## src/rtl/timer16_pkg.sv

```systemverilog
// Shared types for the reloadable 16-bit down timer.
// Control byte layout: [1:0] mode, [2] polarity, [3] latch-only, [4] stop.
package timer16_pkg;
    typedef enum logic [1:0] {
        MODE_TIMER = 2'b00,
        MODE_PULSE = 2'b01,
        MODE_EVENT = 2'b10,
        MODE_WIDTH = 2'b11
    } tmr_mode_e;

    typedef struct packed {
        logic      stop;
        logic      latch_only;
        logic      polarity;
        tmr_mode_e mode;
    } tmr_ctrl_t;

    localparam int CTRL_W = $bits(tmr_ctrl_t);

    localparam logic [1:0] ADDR_CNT_LO = 2'd0;
    localparam logic [1:0] ADDR_CNT_HI = 2'd1;
    localparam logic [1:0] ADDR_CTRL   = 2'd2;
endpackage

```

## src/rtl/timer16_pin_sync.sv

```systemverilog
// Brings the asynchronous counter pin into the clock domain through a
// chain of STAGES flops. It then compares the result with one edge
// register to flag single-cycle rising and falling edges.
// Assumes STAGES >= 2.
module timer16_pin_sync #(
    parameter int STAGES = 2
) (
    input  logic clk,
    input  logic rst_n,
    input  logic pin_async,
    output logic level,
    output logic rise,
    output logic fall
);
    logic [STAGES-1:0] chain;
    logic              prev;

    // Shift the pin through the synchroniser and keep the last level seen.
    always_ff @(posedge clk) begin
        if (!rst_n) begin
            chain <= '0;
            prev  <= 1'b0;
        end else begin
            chain <= {chain[STAGES-2:0], pin_async};
            prev  <= chain[STAGES-1];
        end
    end

    assign level = chain[STAGES-1];
    assign rise  = level & ~prev;
    assign fall  = ~level & prev;
endmodule

```

## src/rtl/timer16_bus_if.sv

```systemverilog
// Byte bus front end. It holds the control register, the low-byte write
// buffer and the read-hold byte captured by a high-byte read. It drives
// the read mux combinationally from bus_addr.
// Assumes CNT_W == 2*BUS_W.
module timer16_bus_if
    import timer16_pkg::*;
#(
    parameter int BUS_W = 8,
    parameter int CNT_W = 16
) (
    input  logic             clk,
    input  logic             rst_n,
    input  logic [1:0]       bus_addr,
    input  logic             bus_wr,
    input  logic             bus_rd,
    input  logic [BUS_W-1:0] bus_wdata,
    output logic [BUS_W-1:0] bus_rdata,
    input  logic [CNT_W-1:0] cnt_q,
    output tmr_ctrl_t        ctrl,
    output tmr_ctrl_t        ctrl_new,
    output logic             ctrl_wr,
    output logic             hi_wr,
    output logic [CNT_W-1:0] wr_val
);
    localparam int PAD_W = BUS_W - CTRL_W;

    logic [BUS_W-1:0] low_buf;
    logic [BUS_W-1:0] rd_hold;

    assign ctrl_new = tmr_ctrl_t'(bus_wdata[CTRL_W-1:0]);
    assign ctrl_wr  = bus_wr && (bus_addr == ADDR_CTRL);
    assign hi_wr    = bus_wr && (bus_addr == ADDR_CNT_HI);
    assign wr_val   = {bus_wdata, low_buf};

    // Register writes: buffer the low byte and store the control byte.
    always_ff @(posedge clk) begin
        if (!rst_n) begin
            low_buf <= '0;
            ctrl    <= '0;
        end else if (bus_wr) begin
            if (bus_addr == ADDR_CNT_LO) low_buf <= bus_wdata;
            if (ctrl_wr)                 ctrl    <= ctrl_new;
        end
    end

    // High-byte read freezes the low byte for the next low read.
    always_ff @(posedge clk) begin
        if (!rst_n)
            rd_hold <= '0;
        else if (bus_rd && (bus_addr == ADDR_CNT_HI))
            rd_hold <= cnt_q[BUS_W-1:0];
    end

    // Read mux.
    always_comb begin
        case (bus_addr)
            ADDR_CNT_LO: bus_rdata = rd_hold;
            ADDR_CNT_HI: bus_rdata = cnt_q[CNT_W-1:BUS_W];
            ADDR_CTRL:   bus_rdata = {{PAD_W{1'b0}}, ctrl};
            default:     bus_rdata = '0;
        endcase
    end
endmodule

```

## src/rtl/timer16_counter.sv

```systemverilog
// Down counter with reload latch. A direct load from the bus wins over a
// count pulse. A pulse at zero reloads from the latch as it stood before
// this edge.
module timer16_counter #(
    parameter int CNT_W = 16
) (
    input  logic             clk,
    input  logic             rst_n,
    input  logic             count_pulse,
    input  logic             load_latch,
    input  logic             load_cnt,
    input  logic [CNT_W-1:0] load_val,
    output logic [CNT_W-1:0] cnt_q,
    output logic             underflow
);
    logic [CNT_W-1:0] latch_q;

    assign underflow = count_pulse && (cnt_q == '0) && !load_cnt;

    // Reload latch, written by every committed high-byte write.
    always_ff @(posedge clk) begin
        if (!rst_n)          latch_q <= '1;
        else if (load_latch) latch_q <= load_val;
    end

    // Counter: bus load, reload on underflow, else decrement.
    always_ff @(posedge clk) begin
        if (!rst_n)           cnt_q <= '1;
        else if (load_cnt)    cnt_q <= load_val;
        else if (underflow)   cnt_q <= latch_q;
        else if (count_pulse) cnt_q <= cnt_q - 1'b1;
    end
endmodule

```

## src/rtl/timer16_unit.sv

```systemverilog
// Top of the reloadable down timer. Selects the count pulse by mode,
// applies the stop gate, and owns the sticky interrupt flag and the pulse
// output pin. src_tick is a one-cycle strobe in the clk domain.
module timer16_unit
    import timer16_pkg::*;
#(
    parameter int BUS_W       = 8,
    parameter int SYNC_STAGES = 2,
    localparam int CNT_W      = 2 * BUS_W
) (
    input  logic             clk,
    input  logic             rst_n,
    input  logic [1:0]       bus_addr,
    input  logic             bus_wr,
    input  logic             bus_rd,
    input  logic [BUS_W-1:0] bus_wdata,
    output logic [BUS_W-1:0] bus_rdata,
    input  logic             src_tick,
    input  logic             ext_pin,
    input  logic             irq_clr,
    output logic             pulse_out,
    output logic             irq
);
    tmr_ctrl_t        ctrl, ctrl_new;
    tmr_mode_e        cur_mode;
    logic             cur_stop;
    logic             ctrl_wr, hi_wr, cnt_load, underflow;
    logic             pin_lvl, pin_rise, pin_fall;
    logic             raw_pulse, cnt_pulse;
    logic [CNT_W-1:0] wr_val, cnt_q;

    assign cur_mode = ctrl.mode;
    assign cur_stop = ctrl.stop;
    assign cnt_load = hi_wr && !ctrl.latch_only;

    timer16_bus_if #(.BUS_W(BUS_W), .CNT_W(CNT_W)) u_bus (
        .clk(clk), .rst_n(rst_n), .bus_addr(bus_addr), .bus_wr(bus_wr),
        .bus_rd(bus_rd), .bus_wdata(bus_wdata), .bus_rdata(bus_rdata),
        .cnt_q(cnt_q), .ctrl(ctrl), .ctrl_new(ctrl_new), .ctrl_wr(ctrl_wr),
        .hi_wr(hi_wr), .wr_val(wr_val)
    );

    timer16_pin_sync #(.STAGES(SYNC_STAGES)) u_sync (
        .clk(clk), .rst_n(rst_n), .pin_async(ext_pin),
        .level(pin_lvl), .rise(pin_rise), .fall(pin_fall)
    );

    // Count-pulse source by mode.
    always_comb begin
        case (cur_mode)
            MODE_EVENT: raw_pulse = ctrl.polarity ? pin_fall : pin_rise;
            MODE_WIDTH: raw_pulse = src_tick && (pin_lvl != ctrl.polarity);
            default:    raw_pulse = src_tick;
        endcase
    end

    assign cnt_pulse = raw_pulse && !cur_stop;  // stop gate

    timer16_counter #(.CNT_W(CNT_W)) u_cnt (
        .clk(clk), .rst_n(rst_n), .count_pulse(cnt_pulse),
        .load_latch(hi_wr), .load_cnt(cnt_load), .load_val(wr_val),
        .cnt_q(cnt_q), .underflow(underflow)
    );

    // Sticky interrupt request; set beats clear.
    always_ff @(posedge clk) begin
        if (!rst_n)         irq <= 1'b0;
        else if (underflow) irq <= 1'b1;
        else if (irq_clr)   irq <= 1'b0;
    end

    // Pulse output: preset on control write, toggle per underflow.
    always_ff @(posedge clk) begin
        if (!rst_n)
            pulse_out <= 1'b0;
        else if (ctrl_wr)
            pulse_out <= ctrl_new.polarity;
        else if (underflow && cur_mode == MODE_PULSE)
            pulse_out <= ~pulse_out;
    end
endmodule

```

## config.mk

```make
export PLATFORM = sky130hd
export DESIGN_NAME = timer16_unit
export DESIGN_NICKNAME = d
export VERILOG_FILES = /design/src/rtl/timer16_pkg.sv /design/src/rtl/timer16_pin_sync.sv /design/src/rtl/timer16_bus_if.sv /design/src/rtl/timer16_counter.sv /design/src/rtl/timer16_unit.sv
export SDC_FILE = /design/constraint.sdc
export NUM_CORES = 1
export LEC_CHECK = 0
export ABC_AREA = 1
export BUFFER_PORTS_ARGS = -buffer_cell sky130_fd_sc_hd__buf_2
export CORE_ASPECT_RATIO = 1.25
export CORE_UTILIZATION = 52
export CTS_CLUSTER_SIZE = 16
export DETAILED_ROUTE_END_ITERATION = 10
export PLACE_DENSITY = 0.75
export SYNTH_ARGS = -nofsm -noshare
export SYNTH_HDL_FRONTEND = slang
export SYNTH_SLANG_ARGS = --single-unit
```

## constraint.sdc

```tcl
create_clock -name clk -period 2.1 [get_ports clk]
set_input_delay 0 -clock clk [delete_from_list [all_inputs] [get_ports clk]]
set_output_delay 0 -clock clk [all_outputs]
set_load 0.01 [all_outputs]
```

==> results, run 1 <==
- The port buffer count is 26.
- Of the total synthesized cell area, the portion taken by XOR and XNOR cells is 2.62%.
- The most used routing layer in global routing is met2.
- The flow ran to the end, and the final reports show no timing, DRC or antenna violations.
- The root buffer cell chosen for the clock tree is sky130_fd_sc_hd__clkbuf_8.
- The fraction of final layout cells sized beyond drive strength 1 is approximately 17%.
- The largest net degree at the start of global routing is 27.
- The share of the Yosys chip area taken by registers is roughly 39%.
- After synthesis, the share of flip-flops with an asynchronous set or reset is 0%.
- The average via count per standard cell is between 5 and 6.
- The reported leakage power is ~0.0016 uW.
- Counting flops with a built-in enable in the synthesized netlist gives 0.
- The DRC violations left is 0.
- At the worst endpoint, the required time is ~2300 ps.
- The number of hold-slack violations in the final timing report is 0.
- TritonCTS created 9 clock buffers.
- The deepest level of the CTS H-tree is 3.
- The die outline height is between 80 and 90 um.
- The core box area is about 5500 sq um.
- The wire length per cell after detailed routing is 14.7 um.
- The transition time at the pin with the least slew margin is 493 ps.
- Detailed routing inserted a total of 2856 vias.
- For this run, the top clock speed supported by timing is between 500 and 600 MHz.
- Counting along the longest clock path gives a buffer depth of 2.
- The cell count after synthesis is between 400 and 500.
- The clock skew after layout is around 9.5 ps.
- The dominant combinational cell family by area after synthesis is simple AND/OR/NAND/NOR gates.
- The number of cells upsized or downsized after cts is 0.
- Counting every sink on the clock net gives 58.
- The total count of max-transition violations in the final report came to 0.
- For this design the ratio of total power to cell area is 750 nW/um^2.
- The number of synthesized register bits is 58.
- At the worst endpoint, the arrival time is 1960 ps.
- Global routing used 43.3% of the available met2 tracks.
- The path class of the tightest hold or removal check is in2reg.
- The number of nets in the layout is between 400 and 500.
- The overall power of the completed layout is 2590 uW.
- The maximum fanout count along the critical path is 15.
- The number of top-level pins is 27.
- The worst relative slew slack is ~67%.
- The count of final setup violators is 0.
- The accumulated negative setup slack is 0 ps.
- Global routing finished with a remaining overflow of 0.
- The number of search-and-repair iterations in the first detailed-routing pass is 4.
- After clock tree synthesis, the flow added hold-fix buffers numbering 10.
- IR analysis of the VDD net gives a maximum drop of about 0.6 mV.
- The initial antenna violation count came to 0.
- The area added between synthesis and finish is 15.2%.
- The die covers between 6000 and 7000 sq um.
- The repair_antennas step left the layout with diodes totalling 0.
- The most frequently used flop master after synthesis is sky130_fd_sc_hd__dfxtp_1.
- Once the floorplan was initialized, standard cells occupied between 50% and 60% of the core.
- The floorplan step set the die width to approximately 70 um.
- The fill cell total of the finished layout is between 500 and 600.
- Row generation in the floorplan step produced 30 rows.
- The later pin in the worst-skew pair is clocked with a latency of roughly 340 ps.
- TritonCTS built the clock tree.
- After synthesis the cells add up to around 3000 sq um.
- Setup repair after global routing left no endpoint under its margin.
- Summing the areas of all compound-gate instances in the mapped netlist gives a little under a fifth of the synthesized area.
- Synthesis produced a netlist with a net count of roughly 450.
- In the global route stage, met1 resource usage came out at 36.7%.
- The wire length after detailed routing is between 7000 and 8000 um.
- The element type at the critical path start is a flip-flop.
- Max-cap violations in this run came to 0.
- The mean post-synth cell area is approximately 7 sq um.
- The initial DRC count is between 200 and 250.
- The minimum clock period after layout is 1760 ps.
- The all-layer global routing usage is between 20% and 30%.
- The filler-free cell count of the finished design is ~540.
- Routability-driven placement finished with a final weighted congestion of 0.960.
- The post-detailed-route count of antenna-violating nets is 0.
- Detailed placement finished with a half-perimeter wire length of between 5000 and 6000 um.
- The synthesis warning total is 0.
- After synthesis, the netlist uses 35 different library cells.
- The first global-routing pass estimated roughly 13000 um of wire.
- Summing the areas of all and, or, nand and nor instances in the mapped netlist gives 29.2% of the synthesized area.
- The final cycle utilization of the critical path is 84.0%.
- The share of synthesized area spent on multiplexers is 0%.
- The via count of the first global-routing pass is between 2000 and 3000.
- The critical path is of the reg2reg type.
- Once placement completed, the tool counted placed cells totaling 513.
- The capturing element type of the critical path is a flip-flop.
- The count of buffers added by post-CTS timing repair for setup is 0.
- The CTS clock-pin slew for the worst setup and hold paths is roughly 70 ps.
- The fraction of met3 tracks used by global routing is roughly 5.3%.
- The post-synthesis share of cell area spent on full adders, half adders and majority gates is less than 1%.
sequential cells by signal (all words and copies together) (netlist names):
name	count
irq	1
pulse_out	1
u_bus.ctrl	5
u_bus.low_buf	8
u_bus.rd_hold	8
u_cnt.cnt_q	16
u_cnt.latch_q	16
u_sync.chain	2
u_sync.prev	1
worst max-delay path, stage by stage (launching register included):
cell                        delay, ps
sky130_fd_sc_hd__dfxtp_1          370
sky130_fd_sc_hd__inv_1             90
sky130_fd_sc_hd__ha_1             230
sky130_fd_sc_hd__nand4_1          100
sky130_fd_sc_hd__nor2_1            50
sky130_fd_sc_hd__nand2_2          240
sky130_fd_sc_hd__clkinv_2         220
sky130_fd_sc_hd__nand2_1          100
sky130_fd_sc_hd__nand2_1           50
sky130_fd_sc_hd__nand2_1           60
sky130_fd_sc_hd__o2111ai_1        100
report_power, final:
| part | internal [uW] | switching [uW] | leakage (uW) | total [uW] |
|---|---|---|---|---|
| logic | 181 | 278 | 0.00104 | 459 |
| registers | 1180 | 67.2 | 0.000478 | 1250 |
| clock network | 455 | 433 | 0.0000872 | 888 |
cell type report:
cell class	count	area (sq um)	area share [%]
Inverter	58	219	6.33
Multi-Input combinational cell	297	1530	44.2
Clock buffer	13	149	4.30
Sequential cell	58	1160	33.6
Timing Repair Buffer	46	305	8.82
Clock inverter	3	15.0	0.434
Tap cell	64	80.1	2.31
layer usage:
layer	up-vias	share of wire, %
li1	1479	-
met1	1270	47
met2	89	45
met3	18	5.8
met4	0	2.7
met5	-	0
cells by family after synthesis:
kind of cell	after synthesis
and+or+nand+nor	198
AOI/OAI and AO/OA	88
buffers and inverters	73
DFF	58
xor gates and xnor gates	9
adders and majority gates	2
synth_stat cells (5+ instances only):
master                       n  area share, %
sky130_fd_sc_hd__o221ai_1    5            1.5
sky130_fd_sc_hd__nand3_1    29            4.8
sky130_fd_sc_hd__o21ai_0    28            4.7
sky130_fd_sc_hd__inv_2       7           0.87
sky130_fd_sc_hd__nor2_1     43            5.4
sky130_fd_sc_hd__xor2_1      5            1.5
sky130_fd_sc_hd__o211ai_2    6            2.5
sky130_fd_sc_hd__nor2_2      6            1.2
sky130_fd_sc_hd__o211ai_1    9            2.2
sky130_fd_sc_hd__a21oi_1    29            4.8
sky130_fd_sc_hd__clkbuf_1    5           0.62
sky130_fd_sc_hd__nand2_1   103             13
sky130_fd_sc_hd__dfxtp_1    58             39
sky130_fd_sc_hd__inv_1      50            6.2
placed cells by master (no fill, tap or decap), types with 2 or more instances in the layout:
cell	n
sky130_fd_sc_hd__dfxtp_1	58
sky130_fd_sc_hd__inv_2	7
sky130_fd_sc_hd__xnor2_1	4
sky130_fd_sc_hd__inv_1	50
sky130_fd_sc_hd__o211ai_1	9
sky130_fd_sc_hd__nor3_1	4
sky130_fd_sc_hd__o211ai_2	6
sky130_fd_sc_hd__nand2_1	103
sky130_fd_sc_hd__o21ai_1	2
sky130_fd_sc_hd__nor2_1	43
sky130_fd_sc_hd__o22ai_1	3
sky130_fd_sc_hd__clkbuf_1	3
sky130_fd_sc_hd__dlygate4sd3_1	10
sky130_fd_sc_hd__nand2_2	3
sky130_fd_sc_hd__o221ai_1	5
sky130_fd_sc_hd__ha_1	2
sky130_fd_sc_hd__clkinv_2	4
sky130_fd_sc_hd__buf_4	10
sky130_fd_sc_hd__o21bai_1	2
sky130_fd_sc_hd__nand3_2	3
sky130_fd_sc_hd__o2111ai_1	3
sky130_fd_sc_hd__xor2_1	5
sky130_fd_sc_hd__nor2_2	6
sky130_fd_sc_hd__nor2_4	2
sky130_fd_sc_hd__o21ai_0	28
sky130_fd_sc_hd__a21oi_1	29
sky130_fd_sc_hd__clkbuf_8	10
sky130_fd_sc_hd__nand3_1	29
sky130_fd_sc_hd__buf_2	26
final timing paths:
check        slack, ps                   startpoint                            end  cells after the start
max                340  u_cnt.cnt_q[0]$_SDFFE_PN1P_    u_cnt.cnt_q[3]$_SDFFE_PN1P_                     10
min                 90                        rst_n  u_cnt.latch_q[9]$_SDFFE_PN1N_                      2
max reg2reg        340  u_cnt.cnt_q[0]$_SDFFE_PN1P_    u_cnt.cnt_q[3]$_SDFFE_PN1P_                     10
min reg2reg        410   u_sync.chain[0]$_SDFF_PN0_     u_sync.chain[1]$_SDFF_PN0_                      2
per-stage QoR:
step | hold slack [ps] | area [sq um] | util [%] | worst slack [ps]
finish | 85.4 | 3460 | 63.1 | 337
global route | 116 | 3460 | 63.1 | 167
CTS | 76.4 | 3460 | 63.1 | 336
detailed placement | 184 | 3200 | 58.3 | 345
global placement | 181 | 3200 | 58.3 | 428
floorplan | 97.6 | 3000 | - | 734
Note: power is estimated with default switching activity, not from simulation.
==> run 2, diff against run 1 <==
--- a/config.mk
+++ b/config.mk
@@ -11,7 +11,7 @@
 export CORE_UTILIZATION = 52
 export CTS_CLUSTER_SIZE = 16
 export DETAILED_ROUTE_END_ITERATION = 10
-export PLACE_DENSITY = 0.75
+export PLACE_DENSITY = 0.78
 export SYNTH_ARGS = -nofsm -noshare
 export SYNTH_HDL_FRONTEND = slang
 export SYNTH_SLANG_ARGS = --single-unit
==> constraint.sdc (replaced) <==
create_clock -name clk -period 1.57 [get_ports clk]
set_input_delay 0 -clock clk [delete_from_list [all_inputs] [get_ports clk]]
set_output_delay 0 -clock clk [all_outputs]
set_load 0.01 [all_outputs]
==> run 2 against run 1 <==
Against the previous run:
- final cell count increased by 2.8%
- sequential power grew 34%
- via count is 5.5% higher
- flip-flop and latch count unchanged
- clock power rose by 61%
- clock skew is 1.1 ps lower
- non-clock buffer count is 15 higher
- fmax rose by 18%
- first-iteration DRC count shrank 2.6%
- cell area rose by 8.0%
- critical path type unchanged
- largest power group unchanged
==> results, run 2 (synthesis gave the netlist of run 1 again) <==
- The number of hold-slack violations in the final timing report is 0 (unchanged).
- The switching power summed over all nets is 1120 uW (was 778 uW).
- The met2 wire length is 4050 um (was 3550 um).
- The final global-route overflow total was 0 (unchanged).
- The internal portion of total power was 2690 uW (was 1820 uW).
- The cell count after placement is 521 (was 513).
- The port buffer count is 26 (unchanged).
- The power per cell area is 1020 nW/um^2 (was 750 nW/um^2).
- The data arrival time of the worst path is 1740 ps (was 1960 ps).
- The DRC violations left is 0 (unchanged).
- The number of buffer and inverter instances along the worst setup path is 2 (unchanged).
- The full die area was 6090 sq um (unchanged).
- The average via count per standard cell is 5.44 (was 5.30).
- The area of combinational cells with multiple inputs is 1580 sq um (was 1530 sq um).
- Top library cells by usage in the layout, fill and taps aside: sky130_fd_sc_hd__nand2_1 (102), sky130_fd_sc_hd__dfxtp_1 (55), sky130_fd_sc_hd__inv_1 (47) (was sky130_fd_sc_hd__nand2_1 (103), sky130_fd_sc_hd__dfxtp_1 (58), sky130_fd_sc_hd__inv_1 (50)).
- The data required time at the worst endpoint is 1810 ps (was 2300 ps).
- The clock share of power was 37.4% (was 34.2%).
- The transition time at the pin with the least slew margin came to 464 ps (was 493 ps).
- The number of search-and-repair iterations in the first detailed-routing pass was 5 (was 4).
- The initial antenna violation count is 0 (unchanged).
- The filler-free cell count of the finished design was 554 (was 539).
- Result of the run: complete, no violations (unchanged).
- The peak ir drop on the vdd network was 0.794 mV (was 0.593 mV).
- The cell with the most instances on the worst path is sky130_fd_sc_hd__nand3_1 (was sky130_fd_sc_hd__nand2_1).
- The length of routed met3 wiring came to 466 um (was 462 um).
- The largest net degree at the start of global routing is 48 (was 27).
- The number of nets in the layout was 504 (was 489).
- Cell Chain, Critical Path: inv_2, ha_4, nand4_1, nor2_1, nand2_2, buf_4, nand3_1, o211ai_2, nand3_1 (was inv_1, ha_1, nand4_1, nor2_1, nand2_2, clkinv_2, nand2_1, nand2_1, nand2_1, o2111ai_1).
- The cell at the root of the clock tree is sky130_fd_sc_hd__clkbuf_8 (unchanged).
- Largest registers: u_cnt.cnt_q x16, u_cnt.latch_q x16 (unchanged).
- The hold slack is 68.0 ps (was 85.4 ps).
- The achievable clock frequency came to 667 MHz (was 567 MHz).
- The wire length of the first global-routing pass is 13500 um (was 12900 um).
- The met1 wire length is 3700 um (was 3690 um).
- The wire length per cell after detailed routing is 15.2 um (was 14.7 um).
- The area added between synthesis and finish was 24.3% (was 15.2%).
- The total number of clock tree sinks is 58 (unchanged).
- The total count of max-transition violations in the final report was 0 (unchanged).
- The family with the most delay on the worst path is simple AND/OR/NAND/NOR gates (unchanged).
- The row count is 30 (unchanged).
- The fraction of final layout cells sized beyond drive strength 1 is 22.7% (was 16.8%).
- The number of buffers added by the clock tree synthesis step came to 9 (unchanged).
- The CTS clock-pin slew for the worst setup and hold paths came to 70 ps (about the same).
- The via count of the first global-routing pass is 2834 (was 2599).
- The sequential power share is 44.1% (was 48.1%).
- The core box area is 5480 sq um (unchanged).
- The reported leakage power is 0.00172 uW (was 0.00161 uW).
- The clock skew after layout came to 8.41 ps (was 9.47 ps).
- The number of violations of the max-capacitance limit came to 0 (unchanged).
- Unrepaired setup endpoints after global routing: yes (was no).
- The routability congestion estimate is 0.937 (was 0.960).
- The clock latency on the worst-skew pair is 350 ps (was 340 ps).
- The all-layer global routing usage is 28.6% (was 27.7%).
- The library cell contributing the largest single delay on the critical path is sky130_fd_sc_hd__dfxtp_1 (unchanged).
- The final cycle utilization of the critical path is 95.5% (was 84.0%).
- The number of inserted diodes was 0 (unchanged).
- The element type at the critical path start is a flip-flop (unchanged).
- The combinational share of power is 18.4% (was 17.7%).
- The switching share of power is 29.3% (was 30.0%).
- The area of all sequential standard cells is 1160 sq um (about the same).
- The post-detailed-route count of antenna-violating nets is 0 (unchanged).
- The die outline height is 87.0 um (unchanged).
- The type of the tightest min-delay check is in2reg (unchanged).
- The HPWL after detailed placement is 5850 um (was 5730 um).
- The number of top-level pins is 27 (unchanged).
- The capturing element type of the critical path is a flip-flop (unchanged).
- The vias after detailed routing came to 3012 (was 2856).
- The maximum number of buffers from clock root to sink is 2 (unchanged).
- The maximum cell stage delay along the critical path is 390 ps (was 370 ps).
- The wire length after detailed routing was 8410 um (was 7910 um).
- The initial core utilization is 54.8% (unchanged).
- The minimum clock period after layout is 1500 ps (was 1760 ps).
- The category of the critical setup timing path is reg2reg (unchanged).
- The worst relative slew slack was 69.0% (was 67.1%).
- The count of final setup violators is 0 (unchanged).
- The TritonCTS clock tree is yes (unchanged).
- The most frequent standard cell in the layout excluding fill and tap cells is sky130_fd_sc_hd__nand2_1 (unchanged).
- The horizontal die dimension came to 70.0 um (unchanged).
- The initial DRC count is 228 (was 234).
- The deepest level of the CTS H-tree is 3 (unchanged).
- The fill cell total of the finished layout is 489 (was 539).
- The highest metal layer with signal wires is met4 (unchanged).
- The maximum fanout count along the critical path is 9 (was 15).
## run 2: cell types whose count changed in the layout (fill, tap and decap cells not counted), moves of 3 or more
cell	previous run	this run
sky130_fd_sc_hd__dfxtp_1	58	55
sky130_fd_sc_hd__buf_4	10	20
sky130_fd_sc_hd__inv_1	50	47
sky130_fd_sc_hd__buf_12	0	4
sky130_fd_sc_hd__clkbuf_1	3	0
sky130_fd_sc_hd__dfxtp_2	0	3
## run 2: final timing paths
path	start	to	slack, ps	depth (start not counted)
worst min register to register	u_sync.chain[0]$_SDFF_PN0_	u_sync.chain[1]$_SDFF_PN0_	420	2
worst max-delay path	u_cnt.cnt_q[1]$_SDFFE_PN1P_	u_cnt.cnt_q[9]$_SDFFE_PN1P_	70	9
worst max register to register	u_cnt.cnt_q[1]$_SDFFE_PN1P_	u_cnt.cnt_q[9]$_SDFFE_PN1P_	70	9
worst min-delay path	rst_n	u_cnt.latch_q[1]$_SDFFE_PN1N_	70	3
## run 2: tightest hold or removal path, stage by stage
cell	delay (ps)
sky130_fd_sc_hd__buf_2	120
sky130_fd_sc_hd__buf_12	180
sky130_fd_sc_hd__nand3_1	90
## run 2: repair_timing
action                     CTS  global route
setup buffers                0             6
setup endpoints to repair    0            16
gates resized for setup      0            19
hold endpoints to repair    24             0
hold buffers                10             0
## run 2: metal layers
metal | up-vias | global-route usage (%)
met4 | 0 | 10.5
li1 | 1503 | -
met3 | 20 | 7.87
met5 | - | 0
met1 | 1376 | 35.0
met2 | 113 | 48.2
## run 2: area by class of cell
class                      count  area share, %
clock buffer                  11           4.05
tap                           64           2.14
timing repair buffer          61           13.0
multi-input combinational    297           42.2
sequential                    58           31.2
clock inverter                 5           1.41
inverter                      58           6.00
## run 2: power by group through the flow
stage / logic, uW / clock network (uW) / registers, uW
final: 702 / 1430 / 1680
after global routing: 776 / 1490 / 1690
after CTS: 644 / 1450 / 1670
after detailed placement: 619 / 0 / 1700
after global placement: 609 / 0 / 1700
after floorplan: 413 / 0 / 1680
## run 2: through the flow
stage | setup slack, ps | utilization, % | setup TNS (ps) | cell area [sq um] | power, uW
after floorplan | 204 | - | 0 | 3000 | 2090
after global placement | 80.7 | 60.3 | 0 | 3310 | 2310
after detailed placement | 37.2 | 60.3 | 0 | 3310 | 2320
after CTS | 13.8 | 65.9 | 0 | 3610 | 3760
after global routing | -37.0 | 68.2 | -90.0 | 3730 | 3960
final | 70.6 | 68.2 | 0 | 3730 | 3810
